<file path="config.mk">
export PLATFORM = sky130hd
export DESIGN_NAME = comma_deser
export DESIGN_NICKNAME = d
export VERILOG_FILES = /design/src/rtl/comma_deser_pkg.sv /design/src/rtl/cd_src_mux.sv /design/src/rtl/cd_window.sv /design/src/rtl/cd_comma_det.sv /design/src/rtl/cd_frame_ctl.sv /design/src/rtl/comma_deser.sv
export SDC_FILE = /design/constraint.sdc
export NUM_CORES = 1
export LEC_CHECK = 0
export ABC_AREA = 1
export CAP_MARGIN = 20
export CORE_ASPECT_RATIO = 1.2
export CORE_MARGIN = 1
export CORE_UTILIZATION = 44
export CTS_CLUSTER_DIAMETER = 80
export DETAILED_ROUTE_END_ITERATION = 8
export PLACE_DENSITY = 0.8
export SLEW_MARGIN = 30
export SYNTH_ARGS = -nofsm -noshare
export SYNTH_HDL_FRONTEND = slang
export SYNTH_SLANG_ARGS = --single-unit
</file>
<file path="constraint.sdc">
create_clock -name clk -period 1.1 [get_ports clk]
set_input_delay 0.22 -clock clk [delete_from_list [all_inputs] [get_ports clk]]
set_output_delay 0.22 -clock clk [all_outputs]
set_load 0.005 [all_outputs]
</file>
<file path="src/rtl/comma_deser_pkg.sv">
package comma_deser_pkg;

  typedef enum logic {
    SRC_LINE = 1'b0,
    SRC_WRAP = 1'b1
  } src_e;

  function automatic src_e src_pick(input logic loop);
    return loop ? SRC_WRAP : SRC_LINE;
  endfunction

endpackage

</file>
<file path="src/rtl/cd_src_mux.sv">
module cd_src_mux
  import comma_deser_pkg::*;
(
  input  logic line_bit,
  input  logic wrap_bit,
  input  src_e src,
  output logic bit_o
);

  always_comb begin
    unique case (src)
      SRC_WRAP: bit_o = wrap_bit;
      default:  bit_o = line_bit;
    endcase
  end

endmodule

</file>
<file path="src/rtl/cd_window.sv">
module cd_window #(
  parameter int W = 10
) (
  input  logic         clk,
  input  logic         rst_n,
  input  logic         in_bit,
  output logic [W-1:0] win
);

  // newest bit enters at the top, so win[0] is the earliest of the last W bits
  function automatic logic [W-1:0] shift_in(input logic [W-1:0] cur, input logic b);
    return {b, cur[W-1:1]};
  endfunction

  always_ff @(posedge clk or negedge rst_n) begin
    if (!rst_n) win <= '0;
    else        win <= shift_in(win, in_bit);
  end

endmodule

</file>
<file path="src/rtl/cd_comma_det.sv">
module cd_comma_det #(
  parameter int          W   = 10,
  parameter int          PW  = 7,
  parameter logic [PW-1:0] PAT = 7'b1111100
) (
  input  logic [W-1:0] win,
  input  logic         en,
  output logic         hit
);

  function automatic logic is_pat(input logic [W-1:0] v);
    return v[PW-1:0] == PAT;
  endfunction

  assign hit = en && is_pat(win);

endmodule

</file>
<file path="src/rtl/cd_frame_ctl.sv">
module cd_frame_ctl #(
  parameter int W = 10
) (
  input  logic clk,
  input  logic rst_n,
  input  logic comma_seen,
  input  logic sync_en,
  output logic word_end,
  output logic realign
);

  localparam int CW = $clog2(W);
  localparam logic [CW-1:0] LAST = CW'(W - 1);

  logic [CW-1:0] cnt;
  logic          full;

  function automatic logic [CW-1:0] next_cnt(input logic [CW-1:0] c, input logic restart);
    return restart ? '0 : c + 1'b1;
  endfunction

  assign full     = (cnt == LAST);
  assign realign  = sync_en && comma_seen && !full;
  assign word_end = full || realign;

  always_ff @(posedge clk or negedge rst_n) begin
    if (!rst_n) cnt <= '0;
    else        cnt <= next_cnt(cnt, word_end);
  end

endmodule

</file>
<file path="src/rtl/comma_deser.sv">
module comma_deser
  import comma_deser_pkg::*;
#(
  parameter int            W   = 10,
  parameter int            PW  = 7,
  parameter logic [PW-1:0] PAT = 7'b1111100
) (
  input  logic         clk,
  input  logic         rst_n,
  input  logic         ser_in,
  input  logic         wrap_in,
  input  logic         loop_sel,
  input  logic         sync_en,
  input  logic         sig_ok,
  output logic [W-1:0] word_out,
  output logic         word_vld,
  output logic         comma_hit,
  output logic         sig_det
);

  localparam logic [W-1:0] LOST_WORD = '1;

  logic         sel_bit;
  logic [W-1:0] win;
  logic         comma_seen;
  logic         word_end;
  logic         realign;

  function automatic logic [W-1:0] out_word(input logic [W-1:0] w, input logic ok);
    return ok ? w : LOST_WORD;
  endfunction

  cd_src_mux u_src (
    .line_bit (ser_in),
    .wrap_bit (wrap_in),
    .src      (src_pick(loop_sel)),
    .bit_o    (sel_bit)
  );

  cd_window #(.W(W)) u_win (
    .clk    (clk),
    .rst_n  (rst_n),
    .in_bit (sel_bit),
    .win    (win)
  );

  cd_comma_det #(.W(W), .PW(PW), .PAT(PAT)) u_det (
    .win (win),
    .en  (sig_ok),
    .hit (comma_seen)
  );

  cd_frame_ctl #(.W(W)) u_frame (
    .clk        (clk),
    .rst_n      (rst_n),
    .comma_seen (comma_seen),
    .sync_en    (sync_en),
    .word_end   (word_end),
    .realign    (realign)
  );

  always_ff @(posedge clk or negedge rst_n) begin
    if (!rst_n) begin
      word_out  <= LOST_WORD;
      word_vld  <= 1'b0;
      comma_hit <= 1'b0;
      sig_det   <= 1'b0;
    end else begin
      word_vld  <= word_end;
      comma_hit <= comma_seen;
      sig_det   <= sig_ok;
      if (word_end) word_out <= out_word(win, sig_ok);
    end
  end

endmodule

</file>
# After elaboration in Yosys (flattened, before gate mapping)
# Index checks and enable logic that the tools add are counted.
# op_classes
reduce_logical	5
bitwise	0
n_eq_ne	2
n_mul	0
n_div	0
shifts	0
order_cmp	0
add_sub_neg	1
muxes	4
# ops
operator	count
$mux 10	1
$eq 7x7->1 const B	1
$add 4x1->4 const B	1
$eq 4x4->1 const B	1
$mux 4	1
$logic_and 1x1->1	3
$mux 1	2
$logic_not 1->1	1
$logic_or 1x1->1	1
# word_totals
mem_count	0
romBits	0
mem_bits_rw	0
wordCells	18
reg_bits	27
latch_bits	0
inputBits	7
output_inout_bits	13

# Depth between registers and ports, before layout
# Gate-level depths: netlist (run 1).
# depth
word_depth	6
depth_mapped	8
ltp_nobuf	7

# Cells and area by module
# From an unflattened synthesis (run 1), not the netlist that was laid out.
# unflattened
hier_cells	112
area_unflattened_um2	1073.5
# modules_own_cells
module	instances	cells_per_inst	area_each_um2
comma_deser	1	66	548.0
cd_window	1	10	250.2
cd_frame_ctl	1	22	222.7
cd_comma_det	1	10	37.5
cd_src_mux	1	4	15.0

# Least setup slack after synthesis (run 1)
# No wires, ideal clock.
# synth_timing
path_type	register to register
start	register u_frame.cnt[0]
end	register word_out[0]
path_buffers	1
t_required_ps	1040
setup_slack_ps	-17
path_stages_with_launch	6
arrival_time_ps	1056
setup_time_ps	60
cell_sequence	dfrtp_1 > ha_1 > nand3b_1 > buf_2 > nand3_1 > nand2_1
# synth_between
elab_chain_cells	4
# synth_lines
item	line_no	rtl
start, declared	cd_frame_ctl.sv:15	logic [CW-1:0] cnt;
start signal, assigned	cd_frame_ctl.sv:28	else cnt <= next_cnt(cnt, word_end);
$eq 4x4->1 (*)	cd_frame_ctl.sv:22	assign full = (cnt == LAST);
$logic_not 1->1	cd_frame_ctl.sv:23	assign realign = sync_en && comma_seen && !full;
$logic_and 1x1->1	cd_frame_ctl.sv:23	
$logic_or 1x1->1 (*)	cd_frame_ctl.sv:24	assign word_end = full || realign;
end signal, assigned	comma_deser.sv:72	if (word_end) word_out <= out_word(win, sig_ok);
end, declared	comma_deser.sv:15	output logic [W-1:0] word_out,
# Every way passes the cells marked *; elsewhere a longest branch is shown, timed or not.
# A chain may end at the register's enable or synchronous reset.

# Worst setup path in the final report (run 1)
# layout_timing
start	register word_out[8]
end	output port word_out[8]
# No word-level cell between the ends.

==> results of run 1 <==
power groups by stage:
stage	Clock (W)	Sequential (W)	Combinational, W
2_1_floorplan	0	0.00161	0.000597
3_3_place_gp	0	0.00161	0.00120
3_5_place_dp	0	0.00162	0.00126
4_1_cts	0.000436	0.00160	0.00118
5_1_grt	0.000468	0.00163	0.00150
6_report	0.000424	0.00160	0.00134
per-stage QoR:
step | std cells | setup WS, ps | instance area (µm²)
3_3_place_gp | 158 | -266 | 1340
4_1_cts | 164 | -131 | 1340
6_report | 170 | -128 | 1390
3_5_place_dp | 158 | -293 | 1340
2_1_floorplan | 102 | 13.0 | 1050
5_1_grt | 170 | -189 | 1390
flip-flops by register name, indices dropped and copies added (netlist names):
register and count:
sig_det 1, comma_hit 1, u_win.win 10, word_out 10, u_frame.cnt 4, word_vld 1
cells in the final DEF (no fill, tap or decap), types with 2 or more instances in the layout:
master            n
buf_6             4
buf_4            15
ha_1              2
dfstp_2          10
dfrtp_1          17
nand3_2           2
inv_1            11
nand2_1          34
buf_2            10
nand3_1          10
clkbuf_4          3
nor2_2            2
nor2_1            4
clkdlybuf4s50_1   6
final cells by class:
cell class | count | area (µm²) | share of cell area [%]
Clock buffer | 3 | 22.5 | 1.62
Clock inverter | 1 | 5.00 | 0.359
Inverter | 11 | 41.3 | 2.96
Multi-Input combinational cell | 61 | 310 | 22.3
Sequential cell | 27 | 688 | 49.4
Tap cell | 31 | 38.8 | 2.78
Timing Repair Buffer | 36 | 288 | 20.6
metal layers:
| metal | part of all wire [%] | vias to the layer above | GRT usage [%] | routed length (µm) |
|---|---|---|---|---|
| met5 | 0 | - | 0 | 0 |
| met4 | 1.1 | 0 | 6.12 | 23 |
| met3 | 4.5 | 3 | 4.25 | 94 |
| met2 | 56 | 26 | 30.6 | 1150 |
| met1 | 39 | 406 | 19.5 | 805 |
| li1 | - | 386 | - | - |
cell families (layout without fill, tap and decap cells):
kind of cell  Yosys count  after routing  share of synthesized area [%]
buf+inv                15             51                           6.31
mux                     1              1                           1.07
simple gates           55             56                           23.1
xor+xnor                2              2                           1.67
fa+ha+maj               2              2                           2.38
flops                  27             27                           65.5
path summary, 6_finish.rpt:
kind | end | slack [ps] | cells past startpoint
setup / recovery | word_out[8] | -130 | 1
hold / removal | u_win.win[1]$_DFF_PN0_ | 220 | 2
setup reg to reg | word_out[6]$_DFFE_PN1P_ | -120 | 5
hold reg to reg | u_win.win[7]$_DFF_PN0_ | 390 | 0
max in group asynchronous | word_out[5]$_DFFE_PN1P_ | 660 | 2
min in group clk | u_win.win[7]$_DFF_PN0_ | 390 | 0
repair_timing:
action / in CTS / in global routing
gates resized for setup: 55 / 3
setup endpoints to repair: 27 / 25
cloned: 0 / 1
hold buffers: 0 / 0
setup buffers: 2 / 5
pin swaps: 1 / 1
==> flow_metrics.py, run 1 <==
metrics = {
    "run_status": {
        "run_status": "finished, violations left",
        "violations": "negative setup slack",
    },
    "clock_tree": {
        "clock_path_buffers": 2,
        "cts_tree": "yes",
        "clk_latency_ps": 330,
        "cts_made_buffers": 3,
        "h-tree-depth": 1,
        "cts_root_buf": "clkbuf_4",
        "clock-sinks": 27,
        "clkTransAtPathRegs_ps": 150,
    },
    "setup_path": {
        "cp_slowest_cell": "dfstp_2",
        "crit_buf_inv": 1,
        "critPathRequiredTime_ps": 880,
        "r2r_start": "u_frame.cnt[0]$_DFF_PN0_",
        "crit_path_start_kind": "flop",
        "cp_top_family": "flip-flops",
        "worst_setup_path_end_kind": "output port",
        "path_class": "flop to output port",
        "slowest_delay_ps": 580,
        "cp.arrival_ps": 1010,
        "critPathLaunch": "word_out[8]$_DFFE_PN1P_",
        "crit_chain": "buf_6",
        "path_max_fanout": 2,
    },
    "routing": {
        "drc": 0,
        "drt_pass1_iterations": 4,
        "routed_wirelength_mm": 2.08,
        "via_count": 821,
        "ant_nets": 0,
        "routed_via_density": 4.83,
        "dr.first_iter.drc_count": 7,
        "avgRoutedWirePerCell_um": 12.2,
    },
    "timing": {
        "clock.fmax_mhz": 815,
        "whs_ps": 215,
        "rsz0062_at_grt": "true",
        "min_period_over_period_pct": 112,
        "max_slew_margin_pct": 83.8,
        "tightest_slew_ps": 242,
        "finalSetupTns_ps": -2410,
        "setup_viol_count_final": 25,
        "slew_violations": 0,
        "period_minus_slack_ps": 1230,
        "finalHoldViolCount": 0,
        "fin_skew_ps": 12.8,
        "setup_slack_ps": -128,
    },
    "logic_synthesis": {
        "synth_top_area_share_pct": 40.5,
        "synth_commonest_cells": "34 x nand2_1, 17 x dfrtp_1, 11 x inv_1, 11 x nand3_1, 10 x dfstp_2",
        "yosys_warnings": 0,
        "ys_ff_latch": 27,
        "ys_seq_area_share_pct": 65.5,
        "synth.avg_cell_area_um2": 10.3,
        "syn_inst": 102,
        "syn-cell-area_um2": 1050,
        "synth_cell_type_count": 18,
        "yosysMostFrequentCell": "nand2_1",
        "ys.flop_type": "dfrtp_1",
        "async_flop_share_pct": 100,
        "syn_nets": 111,
        "synth_area_leaders": "dfrtp_1 40%, dfstp_2 25%, nand2_1 12%",
        "synth_largest_area_cell": "dfrtp_1",
        "synth_edf_count": 0,
    },
    "global_route": {
        "grt_pass1_vias": 823,
        "grt_pass1_wl_mm": 3.26,
        "grt_overflow_total": 0,
        "track_usage_pct": 17.5,
        "antenna_found_initial": 0,
        "grt_max_degree": 28,
    },
    "power": {
        "power_frac_seq_pct": 47.6,
        "finalPower_w": 0.00337,
        "p_sw_w": 0.00106,
        "switching_share_pct": 31.5,
        "ir_drop_mv": 2.00,
        "power_leakage_nw": 0.720,
        "clockPowerShare_pct": 12.6,
        "pwr_density_cell_nw_per_um2": 2420,
        "p_int_w": 0.00231,
        "power_frac_comb_pct": 39.8,
    },
    "layout": {
        "num_antenna_cells": 0,
        "syn2layout_area_growth_pct": 32.6,
        "fill_cells": 215,
        "finalNetCount": 149,
        "final_util_pct": 61.1,
        "drive_above_1_share_pct": 36.7,
    },
    "placed_design": {
        "port_buffers": 19,
        "gp_congestion": 0.723,
        "dp_hpwl_mm": 1.42,
    },
    "job": {
        "max_cap_violations": 0,
    },
    "die": {
        "design.core.area_um2": 2280,
        "rows": 19,
        "die_h_um": 55.5,
        "ios": 20,
        "initial_core_util_pct": 46.1,
        "dieArea_um2": 2590,
        "die_x_um": 46.6,
    },
    "worst_hold_path": {
        "hold_path.class": "input pin to asynchronous set/reset pin",
    },
}
No activity file was read; power rests on OpenSTA's default activity.
==> run 2: changes to the inputs <==
--- a/config.mk
+++ b/config.mk
@@ -6,7 +6,6 @@
 export NUM_CORES = 1
 export LEC_CHECK = 0
 export ABC_AREA = 1
-export CAP_MARGIN = 20
 export CORE_ASPECT_RATIO = 1.2
 export CORE_MARGIN = 1
 export CORE_UTILIZATION = 44
==> results of run 2 <==
No change in the layout: final DEF, timing and power equal those of run 1.
